## src/rtl/adapter_port_select_pkg.sv

```systemverilog
package adapter_port_select_pkg;

    typedef enum logic [1:0] {
        MODE_COLOR     = 2'd0,
        MODE_MONO_TEXT = 2'd1,
        MODE_MONO_GFX  = 2'd2
    } adapter_mode_e;

    localparam int DATA_W = 8;

endpackage

```

## src/rtl/aps_port_decode.sv

```systemverilog
module aps_port_decode #(
    parameter int              ADDR_W     = 16,
    parameter logic [ADDR_W-1:0] COLOR_BASE = 16'h03D0,
    parameter logic [ADDR_W-1:0] MONO_BASE  = 16'h03B0,
    parameter logic [ADDR_W-1:0] MISC_WADDR = 16'h03C2,
    parameter logic [ADDR_W-1:0] MISC_RADDR = 16'h03CC,
    parameter logic [ADDR_W-1:0] MCTL_ADDR  = 16'h03B8,
    parameter logic [ADDR_W-1:0] ENBL_ADDR  = 16'h03BF
) (
    input  logic [ADDR_W-1:0] addr,
    input  logic              color_base,
    output logic              index_sel,
    output logic              data_sel,
    output logic              status_sel,
    output logic              misc_w_sel,
    output logic              misc_r_sel,
    output logic              mctl_sel,
    output logic              enbl_sel
);
    localparam logic [ADDR_W-1:0] OFS_INDEX  = ADDR_W'(4);
    localparam logic [ADDR_W-1:0] OFS_DATA   = ADDR_W'(5);
    localparam logic [ADDR_W-1:0] OFS_STATUS = ADDR_W'(10);
    localparam int NWIN = 2;

    logic [NWIN-1:0] win_index, win_data, win_status;

    // One decoder per window; the base bit picks which one is live.
    for (genvar w = 0; w < NWIN; w++) begin : g_window
        localparam logic [ADDR_W-1:0] BASE = (w == 1) ? COLOR_BASE : MONO_BASE;
        assign win_index[w]  = (addr == BASE + OFS_INDEX);
        assign win_data[w]   = (addr == BASE + OFS_DATA);
        assign win_status[w] = (addr == BASE + OFS_STATUS);
    end

    always_comb begin
        index_sel  = color_base ? win_index[1]  : win_index[0];
        data_sel   = color_base ? win_data[1]   : win_data[0];
        status_sel = color_base ? win_status[1] : win_status[0];
        misc_w_sel = (addr == MISC_WADDR);
        misc_r_sel = (addr == MISC_RADDR);
        mctl_sel   = (addr == MCTL_ADDR);
        enbl_sel   = (addr == ENBL_ADDR);
    end
endmodule

```

## src/rtl/aps_mode_fsm.sv

```systemverilog
module aps_mode_fsm
    import adapter_port_select_pkg::*;
#(
    parameter int DW = DATA_W
) (
    input  logic          clk,
    input  logic          rst_n,
    input  logic          misc_wr,
    input  logic          mctl_wr,
    input  logic          enbl_wr,
    input  logic [DW-1:0] wdata,
    output adapter_mode_e mode,
    output logic [DW-1:0] misc_q,
    output logic [DW-1:0] enbl_q,
    output logic          page_q
);
    localparam int BIT_BASE  = 0;
    localparam int BIT_GFX   = 1;
    localparam int BIT_PAGE  = DW - 1;
    localparam int EN_MODE   = 0;
    localparam int EN_PAGE   = 1;

    adapter_mode_e state_q, state_d;
    logic [DW-1:0] misc_d, enbl_d;
    logic          page_d;
    logic          mctl_mode_go;

    assign mctl_mode_go = mctl_wr && enbl_q[EN_MODE];

    // State register
    always_ff @(posedge clk) begin
        if (!rst_n) begin
            state_q <= MODE_MONO_TEXT;
            misc_q  <= '0;
            enbl_q  <= '0;
            page_q  <= 1'b0;
        end else begin
            state_q <= state_d;
            misc_q  <= misc_d;
            enbl_q  <= enbl_d;
            page_q  <= page_d;
        end
    end

    // Next state and register updates
    always_comb begin
        state_d = state_q;
        misc_d  = misc_q;
        enbl_d  = enbl_q;
        page_d  = page_q;
        unique case (state_q)
            MODE_COLOR: begin
                if (mctl_mode_go)
                    state_d = wdata[BIT_GFX] ? MODE_MONO_GFX : MODE_MONO_TEXT;
                else if (misc_wr && !wdata[BIT_BASE])
                    state_d = MODE_MONO_TEXT;
            end
            MODE_MONO_TEXT, MODE_MONO_GFX: begin
                if (mctl_mode_go)
                    state_d = wdata[BIT_GFX] ? MODE_MONO_GFX : MODE_MONO_TEXT;
                else if (misc_wr && wdata[BIT_BASE])
                    state_d = MODE_COLOR;
            end
            default: state_d = MODE_MONO_TEXT;
        endcase
        if (misc_wr)
            misc_d = wdata;
        if (mctl_mode_go)
            misc_d[BIT_BASE] = 1'b0;
        if (enbl_wr)
            enbl_d = wdata;
        if (mctl_wr && enbl_q[EN_PAGE])
            page_d = wdata[BIT_PAGE];
    end

    // Outputs
    always_comb begin
        mode = state_q;
    end
endmodule

```

## src/rtl/aps_status_mux.sv

```systemverilog
module aps_status_mux
    import adapter_port_select_pkg::*;
#(
    parameter int          DW          = DATA_W,
    parameter logic [DW-1:0] RETRACE_STD = 8'h09,
    parameter logic [DW-1:0] RETRACE_GFX = 8'h81,
    parameter logic [DW-1:0] IDLE_CODE   = 8'h00,
    parameter logic [DW-1:0] FLOAT_CODE  = 8'hFF
) (
    input  adapter_mode_e mode,
    input  logic          retrace,
    input  logic          status_sel,
    input  logic          misc_r_sel,
    input  logic          mctl_sel,
    input  logic [DW-1:0] misc_q,
    output logic [DW-1:0] rd_data,
    output logic          rd_claim
);
    logic [DW-1:0] status_byte;

    always_comb begin
        if (!retrace)
            status_byte = IDLE_CODE;
        else if (mode == MODE_MONO_GFX)
            status_byte = RETRACE_GFX;
        else
            status_byte = RETRACE_STD;
    end

    always_comb begin
        rd_claim = 1'b1;
        if (status_sel)
            rd_data = status_byte;
        else if (misc_r_sel)
            rd_data = misc_q;
        else if (mctl_sel)
            rd_data = '0;
        else begin
            rd_data  = FLOAT_CODE;
            rd_claim = 1'b0;
        end
    end
endmodule

```

## src/rtl/adapter_port_select.sv

```systemverilog
module adapter_port_select
    import adapter_port_select_pkg::*;
#(
    parameter int ADDR_W = 16
) (
    input  logic              clk,
    input  logic              rst_n,
    input  logic [ADDR_W-1:0] io_addr,
    input  logic              io_wr,
    input  logic              io_rd,
    input  logic [7:0]        io_wdata,
    input  logic              retrace,
    output logic [7:0]        rd_data,
    output logic              rd_claim,
    output logic              crtc_index_sel,
    output logic              crtc_data_sel,
    output logic              attr_ff_clear,
    output logic [1:0]        adapter_mode,
    output logic              disp_page
);
    logic          status_sel, misc_w_sel, misc_r_sel, mctl_sel, enbl_sel;
    logic [7:0]    misc_q, enbl_q;
    adapter_mode_e mode;
    logic          attr_clr_q;

    aps_port_decode #(.ADDR_W(ADDR_W)) u_decode (
        .addr       (io_addr),
        .color_base (misc_q[0]),
        .index_sel  (crtc_index_sel),
        .data_sel   (crtc_data_sel),
        .status_sel (status_sel),
        .misc_w_sel (misc_w_sel),
        .misc_r_sel (misc_r_sel),
        .mctl_sel   (mctl_sel),
        .enbl_sel   (enbl_sel)
    );

    aps_mode_fsm #(.DW(8)) u_fsm (
        .clk     (clk),
        .rst_n   (rst_n),
        .misc_wr (io_wr && misc_w_sel),
        .mctl_wr (io_wr && mctl_sel),
        .enbl_wr (io_wr && enbl_sel),
        .wdata   (io_wdata),
        .mode    (mode),
        .misc_q  (misc_q),
        .enbl_q  (enbl_q),
        .page_q  (disp_page)
    );

    aps_status_mux #(.DW(8)) u_status (
        .mode       (mode),
        .retrace    (retrace),
        .status_sel (status_sel),
        .misc_r_sel (misc_r_sel),
        .mctl_sel   (mctl_sel),
        .misc_q     (misc_q),
        .rd_data    (rd_data),
        .rd_claim   (rd_claim)
    );

    always_ff @(posedge clk) begin
        if (!rst_n) attr_clr_q <= 1'b0;
        else        attr_clr_q <= io_rd && status_sel;
    end

    assign attr_ff_clear = attr_clr_q;
    assign adapter_mode  = mode;
endmodule

```

## config.mk

```make
export PLATFORM = sky130hd
export DESIGN_NAME = adapter_port_select
export DESIGN_NICKNAME = d
export VERILOG_FILES = /design/src/rtl/adapter_port_select_pkg.sv /design/src/rtl/aps_port_decode.sv /design/src/rtl/aps_mode_fsm.sv /design/src/rtl/aps_status_mux.sv /design/src/rtl/adapter_port_select.sv
export SDC_FILE = /design/constraint.sdc
export NUM_CORES = 1
export LEC_CHECK = 0
export ABC_AREA = 1
export BUFFER_PORTS_ARGS = -buffer_cell sky130_fd_sc_hd__buf_4
export CORE_MARGIN = 2
export CORE_UTILIZATION = 35
export DETAILED_ROUTE_END_ITERATION = 10
export GPL_TIMING_DRIVEN = 1
export SETUP_SLACK_MARGIN = 0.15
export SLEW_MARGIN = 0
export SYNTH_ARGS = -nofsm -noshare
export SYNTH_HDL_FRONTEND = slang
export SYNTH_SLANG_ARGS = --single-unit
```

## constraint.sdc

```tcl
create_clock -name clk -period 1.4 [get_ports clk]
set_clock_uncertainty 0.05 [all_clocks]
set_input_delay 0.14 -clock clk [delete_from_list [all_inputs] [get_ports clk]]
set_output_delay 0.14 -clock clk [all_outputs]
set_load 0.01 [all_outputs]
```

== Word-level counts from Yosys, hierarchy flattened ==
Cells that the tools add are included.

* Register bits: 14
* Input port bits: 29
* Output and inout bits: 15
* Word-level logic and storage cells: 51

* Eq/ne operators: 14
* Mux-type cells: 17
* Bitwise operators: 1
* Reductions and logical operators: 13

{| class="wikitable"
|+ Operators by type and width
! kind !! count
|-
| == test 16 x 10 -> 1 bit, second input constant || 10
|-
| 2-to-1 mux 8 bit || 5
|-
| 2-to-1 mux 2 bit || 5
|-
| logical AND 1 bit || 8
|-
| 2-to-1 mux 1 bit || 6
|-
| != test 3 x 1 -> 1 bit, second input constant || 2
|-
| case mux 2 bit (2 select lines) || 1
|-
| OR reduction 2 bit || 2
|-
| == test 2 x 1 -> 1 bit, second input constant || 1
|-
| == test 2 bit, second input constant || 1
|-
| logical NOT 2 bit || 1
|-
| AND reduction 2 bit || 1
|-
| logical NOT 1 bit || 1
|-
| inverter 1 bit || 1
|}

== Longest topological paths before layout ==
Gate-level depths: netlist (run 1).

* Depth after elaboration: 6
* Mapped depth: 11
* Depth with buffers taken out: 11

== By module ==
A second synthesis (run 1) with hierarchy kept.

* Cell total of the unflattened synthesis: 201
* Area, all modules: 1255.0 µm²

{| class="wikitable"
|+ Modules (own cells, without submodules)
! module !! times used !! cells each !! area an instance (µm²) !! sequential area each (µm²)
|-
| aps_mode_fsm || 1 || 105 || 792.0 || 380.4
|-
| aps_port_decode || 1 || 58 || 252.7 || 0.0
|-
| aps_status_mux || 1 || 28 || 156.4 || 0.0
|-
| adapter_port_select || 1 || 10 || 53.8 || 20.0
|}

== Worst setup path before layout (run 1) ==
Ideal clock, no wire load.

* Path kind: input to output
* From: in io_addr[15]
* To: out rd_data[7]
* Arrival: 1.102 ns
* Required time: 1.210 ns
* Setup slack: 0.108 ns
* Stages on the path: 8
* Buffers on the path: 0
* Path through: nor2_1 > nand2_1 > nor2_8 > inv_2 > nor2_1 > nand3_1 > nand3_2 > o211ai_1

* Cells in the longest elaborated chain, start to end: 4
* Elaborated cells between the ends (all ways): 8
* Those cells by class: eq/ne (4); mux (4)

{| class="wikitable"
|+ Ends and longest elaborated chain
! item !! line !! RTL
|-
| from (decl) || adapter_port_select.sv:8 || <nowiki>input logic [ADDR_W-1:0] io_addr,</nowiki>
|-
| == test 16 x 10 -> 1 bit || aps_port_decode.sv:41 || <nowiki>mctl_sel = (addr == MCTL_ADDR);</nowiki>
|-
| 2-to-1 mux 8 bit || aps_status_mux.sv:36 || <nowiki>else if (mctl_sel)</nowiki>
|-
| 2-to-1 mux 8 bit || aps_status_mux.sv:34 || <nowiki>else if (misc_r_sel)</nowiki>
|-
| 2-to-1 mux 8 bit (*) || aps_status_mux.sv:32 || <nowiki>if (status_sel)</nowiki>
|-
| to (decl) || adapter_port_select.sv:13 || <nowiki>output logic [7:0] rd_data,</nowiki>
|}

Every way passes the cells marked *; elsewhere a longest branch is shown, timed or not.

== Worst setup path in the final report (run 1) ==
* From: reg u_fsm.misc_q[0]
* To: out rd_data[3]

* Cells in the longest elaborated chain, start to end: 2

{| class="wikitable"
|+ Ends and longest elaborated chain
! item !! line !! RTL
|-
| from (decl) || aps_mode_fsm.sv:13 || <nowiki>output logic [DW-1:0] misc_q,</nowiki>
|-
| from (signal assigned) || aps_mode_fsm.sv:39 || <nowiki>misc_q <= misc_d;</nowiki>
|-
| 2-to-1 mux 1 bit || aps_port_decode.sv:38 || <nowiki>status_sel = color_base ? win_status[1] : win_status[0];</nowiki>
|-
| 2-to-1 mux 8 bit || aps_status_mux.sv:32 ||
|}

No other way between the ends.

==> out/qor.csv, run 1 <==
stage;metric;value;unit
logic_synthesis;syn_nets;171;
cells_and_area;Final #Nets;232;
cells_and_area;footprint of the multi-input gates;691.9;sq um
logic_synthesis;Synth Register Bits;14;
timing;Final Hold Violating Endpoints;0;
die;Row Count;19;
logic_synthesis;synth warn;0;
grt;GRT Total Usage;17.25;%
outcome;outcome;finished with violations;
place;final HPWL from detailed placement;2.085;mm
cells_and_area;Reg area;284.0;sq um
cells_and_area;Post-Layout Cell Count;230;
detailed_routing;DRT Pass-1 Iters;4;
logic_synthesis;Cell Area, Synth;972.2;sq um
timing;final setup fails;11;
clock_network;Post-CTS Hold Buffers;0;
clock_network;latest clock arrival within the worst-skew pair;280;ps
cells_and_area;commonest non-fill, non-tap cells in the layout;55 x buf_4, 21 x inv_1, 14 x nand2_1;
clock_network;H-tree levels;1;
worst_setup_path;CP max stage delay;360;ps
worst_setup_path;reg2reg path depth;9;
detailed_routing;DR vias/cell;4.765;
timing;RSZ-0062 raised after global routing;true;
die;full die area;0.003215;sq mm
grt;met2 Track Usage GR;31.56;%
cells_and_area;fillcell total;268;
grt;total grt overflow;0;
worst_setup_path;CP startpoint;u_fsm.misc_q[0]$_SDFFE_PP0N_;
die;Core Area;0.002686;sq mm
hold_path;hold path startpoint;io_rd;
power;Power Dens Cells;736.8;mW/mm^2
timing;Slew HR;78.83;%
worst_setup_path;Crit. End Element;output port;
power;Leakage;0.7507;nW
logic_synthesis;synthesized instance count;139;
detailed_routing;drt first-iter violations;9;
cells_and_area;Antenna diodes;0;
die;DIE WIDTH;56.71;um
logic_synthesis;Seq/Total Area, Yosys;28.83;%
detailed_routing;DRC;0;
cells_and_area;fin area;0.001575;sq mm
power;maximum VDD drop;0.7862;mV
place;dpl cell area;0.001420;sq mm
grt;met3 GRT Util;3.917;%
worst_setup_path;Critical Path Start Type;register;
die;Initial Util;36.19;%
worst_setup_path;critical path class;reg2out;
timing;worst-margin pin slew;316.5;ps
worst_setup_path;CP Cell Sequence;inv_2 -> o21ai_4 -> nand2_2 -> nor3_2 -> nand2_1 -> o211ai_2 -> buf_4;
worst_setup_path;critical path required time;1210;ps
detailed_routing;drt total wl;2.692;mm
timing;minimum clock period;1651;ps
grt;vias in the first global route;1031;
timing;Final Slew Violations;0;
worst_setup_path;end of the critical path;rd_data[3];
hold_path;hold crit path type;in2reg;
die;num ports;44;
cells_and_area;final core utilization;58.64;%
logic_synthesis;Distinct cells, synth;27;
timing;final worst-path setup slack;-251.3;ps
cells_and_area;layout cell share with drive strength beyond 1;52.26;%
grt;GR Util met1;20.06;%
grt;first-pass GRT wire length;4.381;mm
run;max_cap viols;0;
clock_network;CTS root buf;clkbuf_4;
clock_network;clk slew on worst S/H paths;90;ps
grt;initial antenna violation count;0;
grt;gr busiest metal;met2;
cells_and_area;most common cell after layout, fill and taps aside;buf_4;
worst_setup_path;reg-to-reg setup timing slack;120;ps
place;GP Congestion;0.7442;
worst_setup_path;Worst EP arrival;1460;ps
die;Die H;56.71;um
timing;fmax;605.6;MHz
cells_and_area;Layout area overhead;62.03;%
detailed_routing;Routed WL per cell;11.70;um
worst_setup_path;worst r2r src;u_fsm.mode[1]$_SDFFE_PN0P_;
clock_network;# clock sinks;14;
outcome;failing checks;setup timing;
place;port bufs;43;
clock_network;total CTS buffers;3;
worst_setup_path;reg2reg end;u_fsm.mode[1]$_SDFFE_PN0P_;
worst_setup_path;Crit-path slowest cell;dfxtp_2;
detailed_routing;via count;1096;
place;Placed Instances;221;
clock_network;CTS tree;yes;
timing;period utilization;118.0;%
worst_setup_path;crit path max fanout;3;
detailed_routing;Routed Antenna Nets;0;
grt;largest net degree at the start of global routing;10;
clock_network;clock buffer depth;2;
logic_synthesis;Syn Area/Cell;6.994;sq um
## per-layer routing
| layer | vias up | share of wire, % |
|---|---|---|
| li1 | 580 | - |
| met1 | 490 | 41 |
| met2 | 24 | 53 |
| met3 | 2 | 4.8 |
| met4 | 0 | 0.48 |
| met5 | - | 0 |
## report_power, final
part / internal [mW] / total (mW) / switching [mW]
logic: 0.212 / 0.439 / 0.226
registers: 0.417 / 0.429 / 0.0121
clock network: 0.158 / 0.293 / 0.135
## per-stage QoR
step | setup WS [ps] | setup TNS (ps) | hold slack, ps | total power [mW]
floorplan | 139.6 | 0 | 208.7 | 0.6205
global placement | -61.24 | -366.4 | 352.9 | 0.7458
detailed placement | -98.87 | -712.0 | 345.0 | 0.7569
CTS | -274.4 | -1884 | 49.38 | 1.117
global route | -350.5 | -2449 | 66.74 | 1.241
finish | -251.3 | -1602 | 62.42 | 1.161
## repair_timing
| item | 4_1_cts | 5_1_grt |
|---|---|---|
| endpoints found under the setup margin | 13 | 14 |
| gates resized for setup | 9 | 13 |
| buffers inserted | 4 | 0 |
| pin swaps | 2 | 8 |
| cloned | 0 | 1 |
## kinds of logic after synthesis
| family | count (synthesis) | share of synthesized area [%] |
|---|---|---|
| compound gates | 25 | 16.34 |
| fa+ha+maj | 3 | 3.861 |
| buf+inv | 27 | 11.20 |
| flops | 14 | 28.83 |
| simple gates | 70 | 39.77 |
## sequential cells by signal, summed over array words and instances (netlist names)
signal and flops:
u_fsm.misc_q 8, u_fsm.enbl_q 2, u_fsm.mode 2, attr_ff_clear 1
u_fsm.page_q 1
## worst min-delay path by stage
stage | to | depth (start not counted)
floorplan | u_fsm.mode[1]$_SDFFE_PN0P_ | 2
global placement | attr_ff_clear$_SDFF_PN0_ | 3
detailed placement | attr_ff_clear$_SDFF_PN0_ | 3
CTS | attr_ff_clear$_SDFF_PN0_ | 3
global route | u_fsm.enbl_q[0]$_SDFFE_PN0P_ | 3
finish | attr_ff_clear$_SDFF_PN0_ | 3
## final cells by class
type	instances	share of cell area, %
Multi-Input combinational cell	99	43.92
Timing Repair Buffer	56	26.93
Sequential cell	14	18.03
Inverter	26	6.354
Tap cell	31	2.462
Clock buffer	4	2.303
## synthesized netlist by cell type
cell,number,area share (%)
nand4_1,5,3.2
o21ai_1,6,3.1
nor3_1,1,0.51
nand4_4,1,2.2
buf_6,1,1.2
o21ai_0,5,2.6
nor2_2,2,1.3
or2_1,1,0.64
nand3_1,8,4.1
o211ai_1,2,1.5
nor2_8,1,2.1
ha_1,3,3.9
nand2_2,3,1.9
nor3_2,2,2.1
nor2_4,2,2.3
inv_1,25,9.7
nor2_1,19,7.3
nor4_1,1,0.64
o211ai_2,1,1.3
dfxtp_1,14,29
nand2_1,20,7.7
o2111a_1,1,1.2
or2_2,1,0.64
inv_2,1,0.39
a211oi_1,6,4.6
a21oi_1,4,2.1
nand3_2,3,3.1
## worst max-delay path: cells and delay by family (launching register included)
kind	cells	cell delay, ps
AND/OR/NAND/NOR	3	320
AO/OA/AOI/OAI	2	310
buffers and inverters	2	190
flip-flops	1	360
(Power assumes the default switching activity.)
==> run 2: changes to the inputs <==
Settings changed: CORE_UTILIZATION 35 to 46, PLACE_DENSITY set to 0.79.
==> out/qor.csv, run 2 (synthesized netlist as in run 1, its figures left out) <==
stage;metric;value;unit;change
timing;minimum clock period;1694;ps;+42.68 ps
worst_setup_path;worst r2r src;u_fsm.mode[1]$_SDFFE_PN0P_;;
timing;Final Hold Violating Endpoints;0;;unchanged
place;dpl cell area;0.001428;sq mm;+0.53%
timing;final setup fails;11;;unchanged
cells_and_area;fin area;0.001637;sq mm;+3.9%
hold_path;hold path startpoint;io_rd;;
cells_and_area;final core utilization;82.58;%;+24 points
worst_setup_path;Critical Path Start Type;register;;
cells_and_area;Largest Register;u_fsm.misc_q;;
cells_and_area;Layout area overhead;68.34;%;
cells_and_area;fillcell total;128;;-52%
clock_network;H-tree levels;1;;unchanged
die;num ports;44;;unchanged
hold_path;WHS Endpoint;attr_ff_clear$_SDFF_PN0_;;
worst_setup_path;Worst EP arrival;1500;ps;+40 ps
worst_setup_path;critical path required time;1210;ps;about the same
place;GP Congestion;0.8148;;+9.5%
grt;initial antenna violation count;0;;unchanged
worst_setup_path;reg2reg path depth;7;;-2
worst_setup_path;Buf+Inv Stages, Crit Path;2;;unchanged
worst_setup_path;reg-to-reg setup timing slack;210;ps;+90 ps
timing;fmax;590.3;MHz;-2.5%
grt;vias in the first global route;1157;;+12%
power;Tot Pwr;1.132;mW;-2.5%
power;Seq pwr share;37.8;%;+0.9 points
timing;final worst-path setup slack;-294.0;ps;-42.68 ps
die;Row Count;16;;-3
cells_and_area;most common cell after layout, fill and taps aside;buf_4;;
place;Placed Instances;217;;-1.8%
power;combinational share of power;35.7;%;-2.1 points
place;final HPWL from detailed placement;2.170;mm;+4.1%
grt;total grt overflow;0;;unchanged
worst_setup_path;reg2reg end;u_fsm.mode[1]$_SDFFE_PN0P_;;
hold_path;hold crit path type;in2reg;;
clock_network;CTS root buf;clkbuf_4;;
power;Int Pwr;0.7678;mW;-2.5%
power;NetSw;0.3643;mW;-2.4%
grt;largest net degree at the start of global routing;13;;+3
cells_and_area;footprint of the multi-input gates;714.4;sq um;+3.3%
cells_and_area;Final #Nets;235;;+1.3%
outcome;outcome;finished with violations;;
cells_and_area;Largest register FFs;8;;unchanged
die;Initial Util;49.05;%;+13 points
place;pre-CTS setup slack;-105.0;ps;-6.161 ps
detailed_routing;DRT Pass-1 Iters;4;;unchanged
detailed_routing;Routed Antenna Nets;0;;unchanged
place;port bufs;43;;unchanged
timing;Final Slew Violations;0;;unchanged
worst_setup_path;Crit-path slowest cell;dfxtp_2;;
outcome;failing checks;setup timing;;
power;switching power share of the total;32.18;%;about the same
power;Clock Power Share;26.5;%;+1.2 points
clock_network;clock buffer depth;2;;unchanged
detailed_routing;via count;1186;;+8.2%
grt;first-pass GRT wire length;4.816;mm;+9.9%
cells_and_area;commonest non-fill, non-tap cells in the layout;54 x buf_4, 21 x inv_1, 14 x nand2_1, 14 x nor2_1, 11 x dfxtp_1;;
power;Leakage;0.7853;nW;+4.6%
grt;GRT Total Usage;24.81;%;+7.6 points
clock_network;# clock sinks;14;;unchanged
worst_setup_path;CP Cell Sequence;inv_2 -> o21ai_2 -> nand2_2 -> nor3_4 -> nand2_2 -> o211ai_2 -> buf_4;;
detailed_routing;DRC;0;;unchanged
clock_network;total CTS buffers;3;;unchanged
clock_network;latest clock arrival within the worst-skew pair;280;ps;about the same
timing;Slew HR;78.00;%;-0.84 points
detailed_routing;drt total wl;3.170;mm;+18%
die;full die area;0.002497;sq mm;-22%
power;Power Dens Cells;691.8;mW/mm^2;-6.1%
run;max_cap viols;0;;unchanged
hold_path;Min-Delay Path Depth;3;;unchanged
timing;worst-margin pin slew;328.3;ps;+11.74 ps
worst_setup_path;crit path max fanout;3;;unchanged
worst_setup_path;CP max stage delay;360;ps;about the same
timing;RSZ-0062 raised after global routing;true;;
detailed_routing;Routed WL per cell;13.84;um;+18%
worst_setup_path;most repeated library cell on the critical path;nand2_2;;
die;Core Area;0.001982;sq mm;-26%
detailed_routing;DR vias/cell;5.179;;+8.7%
worst_setup_path;critical path's top delay family;simple AND/OR/NAND/NOR gates;;
power;maximum VDD drop;0.8224;mV;+4.6%
cells_and_area;Reg area;284.0;sq um;unchanged
cells_and_area;Antenna diodes;0;;unchanged
clock_network;clk slew on worst S/H paths;90;ps;about the same
timing;period utilization;121.0;%;+3.0 points
clock_network;CTS tree;yes;;
cells_and_area;layout cell share with drive strength beyond 1;51.98;%;-0.28 points
cells_and_area;Post-Layout Cell Count;229;;-0.43%
die;DIE WIDTH;49.97;um;-12%
detailed_routing;drt first-iter violations;21;;+12
worst_setup_path;Crit. End Element;output port;;
timing;worst hold margin;52.71;ps;-9.709 ps
die;Die H;49.97;um;-12%
timing;Setup TNS;-2634;ps;-1032 ps
worst_setup_path;critical path class;reg2out;;
run 2: power groups by stage:
stage	sequential (mW)	combinational, mW	clock, mW
detailed placement	0.441	0.316	0
finish	0.428	0.405	0.300
floorplan	0.446	0.174	0
global placement	0.441	0.302	0
CTS	0.425	0.371	0.300
global route	0.429	0.450	0.324
run 2: timing repair:
item / in CTS / in global routing
gates cloned: 0 / 1
pin swaps: 4 / 8
buffers inserted: 5 / 2
endpoints found under the setup margin: 12 / 13
gates resized for setup: 9 / 18
hold buffers: 0 / 0
run 2: tightest hold or removal path, delay by kind of cell:
family | cells | cell delay (ps)
buffers and inverters | 1 | 110
AND/OR/NAND/NOR | 2 | 100
run 2: layer usage:
layer	share of wire, %	global-route usage [%]	up-vias
met5	0	0	-
met4	0.38	6.481	0
met3	4.8	6.970	4
met2	52	44.00	34
met1	43	29.00	558
li1	-	-	590
run 2: layout make-up:
class                           instances  area share (%)
Clock buffer                            4           2.217
Inverter                               26           5.963
Multi-Input combinational cell         99           43.65
Sequential cell                        14           17.35
Tap cell                               27           2.064
Timing Repair Buffer                   59           28.75
run 2: how the worst max path moves through the flow:
stage / startpoint / to / slack, ps / cells after the start
2_1_floorplan: io_addr[11] / rd_data[0] / 140 / 8
3_3_place_gp: io_addr[11] / rd_data[0] / -60 / 10
3_5_place_dp: io_addr[11] / rd_data[0] / -110 / 10
4_1_cts: u_fsm.misc_q[0]$_SDFFE_PP0N_ / rd_data[3] / -300 / 7
5_1_grt: u_fsm.misc_q[0]$_SDFFE_PP0N_ / rd_data[3] / -410 / 7
6_report: u_fsm.misc_q[0]$_SDFFE_PP0N_ / rd_data[3] / -290 / 7
